## config.mk

```make
export PLATFORM = sky130hd
export DESIGN_NAME = uart_hs_flow
export DESIGN_NICKNAME = d
export VERILOG_FILES = /design/src/rtl/uart_hs_flow.sv
export SDC_FILE = /design/constraint.sdc
export NUM_CORES = 1
export LEC_CHECK = 0
export BUFFER_PORTS_ARGS = -buffer_cell sky130_fd_sc_hd__buf_4
export CELL_PAD_IN_SITES_DETAIL_PLACEMENT = 0
export CELL_PAD_IN_SITES_GLOBAL_PLACEMENT = 1
export CORE_MARGIN = 2
export CORE_UTILIZATION = 33
export CTS_BUF_LIST = sky130_fd_sc_hd__clkbuf_8
export DETAILED_ROUTE_END_ITERATION = 16
export PLACE_DENSITY_LB_ADDON = 0.08
export SYNTH_ARGS = -nofsm -noshare
export SYNTH_HDL_FRONTEND = slang
export SYNTH_SLANG_ARGS = --single-unit
```

## constraint.sdc

```tcl
create_clock -name clk -period 1.85 [get_ports clk]
set_input_delay 0.37 -clock clk [delete_from_list [all_inputs] [get_ports clk]]
set_output_delay 0.37 -clock clk [all_outputs]
set_load 0.05 [all_outputs]
```

## src/rtl/uart_hs_flow.sv

```systemverilog
module uart_hs_flow #(
  parameter int LVL_W = 5
) (
  input  logic             clk,
  input  logic             rst,
  input  logic [LVL_W-1:0] rx_level,
  input  logic [1:0]       trig_sel,
  input  logic             rts_auto_en,
  input  logic             cts_auto_en,
  input  logic             chg_irq_en,
  input  logic             chg_ack,
  input  logic             cts_n,
  input  logic             tx_start,
  input  logic             char_done,
  output logic             rts_n,
  output logic             tx_permit,
  output logic             chg_flag
);

  logic [LVL_W-1:0] neg_thr, re_thr;
  always_comb begin
    unique case (trig_sel)
      2'd0:    begin neg_thr = LVL_W'(4);  re_thr = LVL_W'(1);  end
      2'd1:    begin neg_thr = LVL_W'(8);  re_thr = LVL_W'(4);  end
      2'd2:    begin neg_thr = LVL_W'(12); re_thr = LVL_W'(8);  end
      default: begin neg_thr = LVL_W'(14); re_thr = LVL_W'(10); end
    endcase
  end

  always_ff @(posedge clk) begin
    if (rst || !rts_auto_en)    rts_n <= 1'b1;
    else if (rx_level >= neg_thr) rts_n <= 1'b1;
    else if (rx_level <= re_thr)  rts_n <= 1'b0;
  end

  logic cts_m, cts_s, cts_prev, rts_prev, busy, hold;
  always_ff @(posedge clk) begin
    if (rst) begin
      cts_m    <= 1'b1;
      cts_s    <= 1'b1;
      cts_prev <= 1'b1;
      rts_prev <= 1'b1;
      busy     <= 1'b0;
      hold     <= 1'b1;
    end else begin
      cts_m    <= cts_n;
      cts_s    <= cts_m;
      cts_prev <= cts_s;
      rts_prev <= rts_n;
      if (tx_start)       busy <= 1'b1;
      else if (char_done) busy <= 1'b0;
      if (!cts_s)                     hold <= 1'b0;
      else if (!busy || char_done)    hold <= 1'b1;
    end
  end

  assign tx_permit = !cts_auto_en || !hold;

  wire chg_evt = chg_irq_en && ((cts_s && !cts_prev) || (rts_n && !rts_prev));
  always_ff @(posedge clk) begin
    if (rst) chg_flag <= 1'b0;
    else     chg_flag <= chg_evt || (chg_flag && !chg_ack);
  end

  AST_RTS_OFF_WHEN_DISABLED: assert property (@(posedge clk) disable iff (rst)
    !rts_auto_en |=> rts_n);
  AST_RTS_NEGATE: assert property (@(posedge clk) disable iff (rst)
    rts_auto_en && rx_level >= neg_thr |=> rts_n);
  AST_RTS_HOLD_BAND: assert property (@(posedge clk) disable iff (rst)
    rts_auto_en && rx_level > re_thr && rx_level < neg_thr |=> $stable(rts_n));
  AST_PERMIT_KEPT_MIDCHAR: assert property (@(posedge clk) disable iff (rst)
    busy && !char_done && !tx_start && cts_auto_en && tx_permit |=> tx_permit || !cts_auto_en);
  AST_PERMIT_RESUME: assert property (@(posedge clk) disable iff (rst)
    cts_auto_en && !cts_s |=> tx_permit || !cts_auto_en);
  AST_FLAG_QUIET: assert property (@(posedge clk) disable iff (rst)
    !chg_irq_en && (chg_ack || !chg_flag) |=> !chg_flag);
endmodule

```

# Word level (Yosys, flattened, before mapping)
# Index checks and enable logic that the tools add are counted.
# totals
output_inout_bits	3
ramBits	0
reg_bits	8
mem_bits_ro	0
input_bits	16
memories	0
elab_cells	38
latchBits	0
# op_classes
addsub	0
bitwise	0
n_reduce_logical	19
order_cmp	2
n_eq_ne	3
n_div	0
n_mux	6
n_mul	0
n_shift	0
# op_table
cell	n
one-hot mux 4 bit (3 select lines)	2
logical NOT 1 bit	7
>= comparator 5 bit	1
<= comparator 5 bit	1
logical OR 1 bit	5
logical AND 1 bit	4
two-way mux 1 bit	4
== test 2 x 1 -> 1 bit (second input constant)	1
== test 2 bit (second input constant)	1
logical NOT 2 bit	1
inequality test 2 x 1 -> 1 bit (second input constant)	1
nonzero test 2 bit	1
OR reduction 2 bit	1

# Logic depth before layout (Yosys ltp)
# logic_depth
ltp_word	5
ltp_mapped	6
mapped_depth_nobuf	6

# Worst setup path before layout
# No wires, ideal clock.
# synth_path
path_kind	input to register
start	input trig_sel[1]
end	register rts_n
path_stages	6
setup_time_ps	122
n_path_buf	0
t_arrival_ps	1457
slack_ps	271
cell_sequence	inv_1 > nand2_1 > ha_1 > nand3_1 > o31a_2 > a221o_1
# synth_between
elab_chain_cells	4
word_cells_on_any_way	8
# synth_rtl
item	line_no	source
start, declared	7	input logic [1:0] trig_sel,
== test 2 bit, or another cell as far along	22	unique case (trig_sel)
one-hot mux 4 bit (3 select lines)	22	
>= comparator 5 bit	32	else if (rx_level >= neg_thr) rts_n <= 1'b1;
OR reduction 2 bit (no source line)	--	
end signal, assigned	31	if (rst || !rts_auto_en) rts_n <= 1'b1;
end signal, assigned	32	
end signal, assigned	33	else if (rx_level <= re_thr) rts_n <= 1'b0;
end, declared	15	output logic rts_n,
# Several ways; a longest one is shown, not always the timed one.
# A chain may end at the register's enable or synchronous reset.

# Worst setup path after layout
# Same ends and word-level chain as after synthesis.

==> metrics <==
outcome=finished clean; Mapped Cells=50; routed wire length per instance=10.14 um; Critical Path RT=1.95 ns; CTS tree=done; Hold Path Class=input pin to flop; Synth Area per Inst=8.783 sq um; crit end category=flop; PortBufs=18; vias in the first global route=377; Initial Util=0.3462; IO Count=19; nets=96; ANT nets after route=0; RSZ-0062 raised after global routing=false; max layer used=met4; share of layout cells above drive strength 1=0.3662; GR Util All Layers=0.1206; critical-path cell list=buf_4, inv_1, nand2_1, ha_1, nand3_1, o31a_2, a221o_1; total die area=1639 sq um; Crit Path Category=input pin to flop; synthesized area=439.2 sq um; H-tree levels=1; Routability Congestion=0.7140; synth warn=0; hold_buf cts=0; VDD IR-drop max=0.2640 mV; clk slew on worst S/H paths=~0.04 ns; Final period util=0.8479; worst path arrival time=1.67 ns; Final Critical Period=1.569 ns; max_slew headroom=0.8795; total grt overflow=0; multi-input logic area=249.0 sq um; MaxCap Viol Count=0; fillers=130; Final Hold Viols=0; metal3 WL=61 um; CP startpoint kind=input pin; Area Growth Syn to Fin=44.44%; clk_lat worst skew=~0.22 ns; core box area=~1300 sq um; clock sink count=8; Die Y=40.48 um; Seq cells post-synth=8; die outline width=40.48 um; Slew @ Worst Pin=0.1808 ns; Peak Freq=637.5 MHz; Routed WL=872 um; area occupied by registers=160.2 sq um; TritonCTS buffer count=3; first drt pass iteration count=3; first-pass GRT wire length=1.304 mm; CTS Root Cell=clkbuf_8; total setup buffers inserted after CTS=0; dpl hpwl=736.6 um; via/cell ratio=roughly 4.8; clk_skew=0.0001916 ns; P_leak=0.3295 nW; ANT cells=0; DRC Markers=0; Placed Cells=83; Fin Hold WS=0.3377 ns; syn nets=73; Met1 Wirelength=369 um; antenna violations before repair=0; Setup TNS=0 ns; Resized cells post-CTS=0; Slowest Stage Delay on Critical Path=0.34 ns; # setup viols final=0; PD cells=around 730 nW/um^2; post-synthesis sequential area ratio=0.3647; largest net degree at the start of global routing=9; CP max stage cell=ha_1; CP max FO=4; row cnt=13; routed via count=409; Starting DRT DRC Count=4; Power Total=0.0004629 W; fin cells=86; Cell variety after synth=18; count of pins over their slew limit=0; Clock Tree Buf Depth=2; wire length on met2=424 um
power breakdown:
| group | internal [W] | switching, W | total [W] |
|---|---|---|---|
| Sequential | 0.000179 | 0.00000252 | 0.000182 |
| Combinational | 0.0000437 | 0.0000398 | 0.0000835 |
| Clock | 0.000140 | 0.0000576 | 0.000198 |
flip-flops by register name, indices dropped and copies added (netlist names):
name,flops
cts_prev,1
chg_flag,1
rts_prev,1
busy,1
hold,1
cts_s,1
rts_n,1
cts_m,1
cell usage in the layout (no fill, tap or decap), drive strengths merged:
master and n:
o31a 1, a21o 1, o21ai 1, o221ai 1, nand2 3, nand3 1, buf 18, inv 8
a221o 1, ha 7, clkbuf 3, nand3b 1, nor2b 2, a21oi 3, nand2b 1, nor2 5
a211o 1, or4b 1, dfxtp 8, or2 4
cell families after synthesis:
logic type | synth area share
DFF | 0.3647
AOI/OAI and AO/OA | 0.1481
adders and majority gates | 0.1994
buffers and inverters | 0.06838
and+or+nand+nor | 0.2194
path summary, 6_finish.rpt:
| check | from | end | slack (ns) | depth (start not counted) |
|---|---|---|---|---|
| worst max-delay path | trig_sel[1] | rts_n | 0.28 | 7 |
| worst min-delay path | cts_n | cts_m | 0.34 | 2 |
| worst max register to register | rts_n | rts_n | 0.98 | 2 |
| worst min register to register | cts_m | cts_s | 0.41 | 1 |
critical path: cells and delay by family:
family,cells,cell delay [ns]
adders and majority gates,1,0.34
AOI/OAI and AO/OA,2,0.61
buffers and inverters,2,0.18
and+or+nand+nor,2,0.18
metrics by stage:
step | instance area (sq um) | setup slack [ns] | util
after floorplan | 439.2 | 0.2709 | -
after global placement | 593.1 | 0.09369 | 0.4675
after detailed placement | 593.1 | 0.04594 | 0.4675
after CTS | 634.4 | 0.2771 | 0.5000
after global routing | 634.4 | 0.2235 | 0.5000
final | 634.4 | 0.2814 | 0.5000
per-layer routing:
layer,global-route usage,up-vias
met1,0.1188,182
met4,0.1000,0
met3,0.02222,2
li1,-,209
met2,0.2143,16
met5,0,-
area by class of cell:
cell class,instances,share of cell area
Inverter,8,0.04734
Tap cell,15,0.02959
Clock buffer,3,0.06509
Sequential cell,8,0.2525
Multi-Input combinational cell,34,0.3925
Timing Repair Buffer,18,0.2130
cell usage after synthesis:
master	instances	area share
a211o_1	1	0.020
a21o_1	1	0.017
a21oi_1	3	0.034
a221o_1	1	0.023
dfxtp_1	8	0.36
ha_1	7	0.20
inv_1	8	0.068
nand2_1	3	0.026
nand2b_1	1	0.014
nand3_1	1	0.011
nand3b_1	1	0.017
nor2_1	5	0.043
nor2b_1	2	0.028
o21ai_0	1	0.011
o221ai_1	1	0.020
o31a_2	1	0.023
or2_2	4	0.057
or4b_1	1	0.023
No activity file was read; power rests on OpenSTA's default activity.
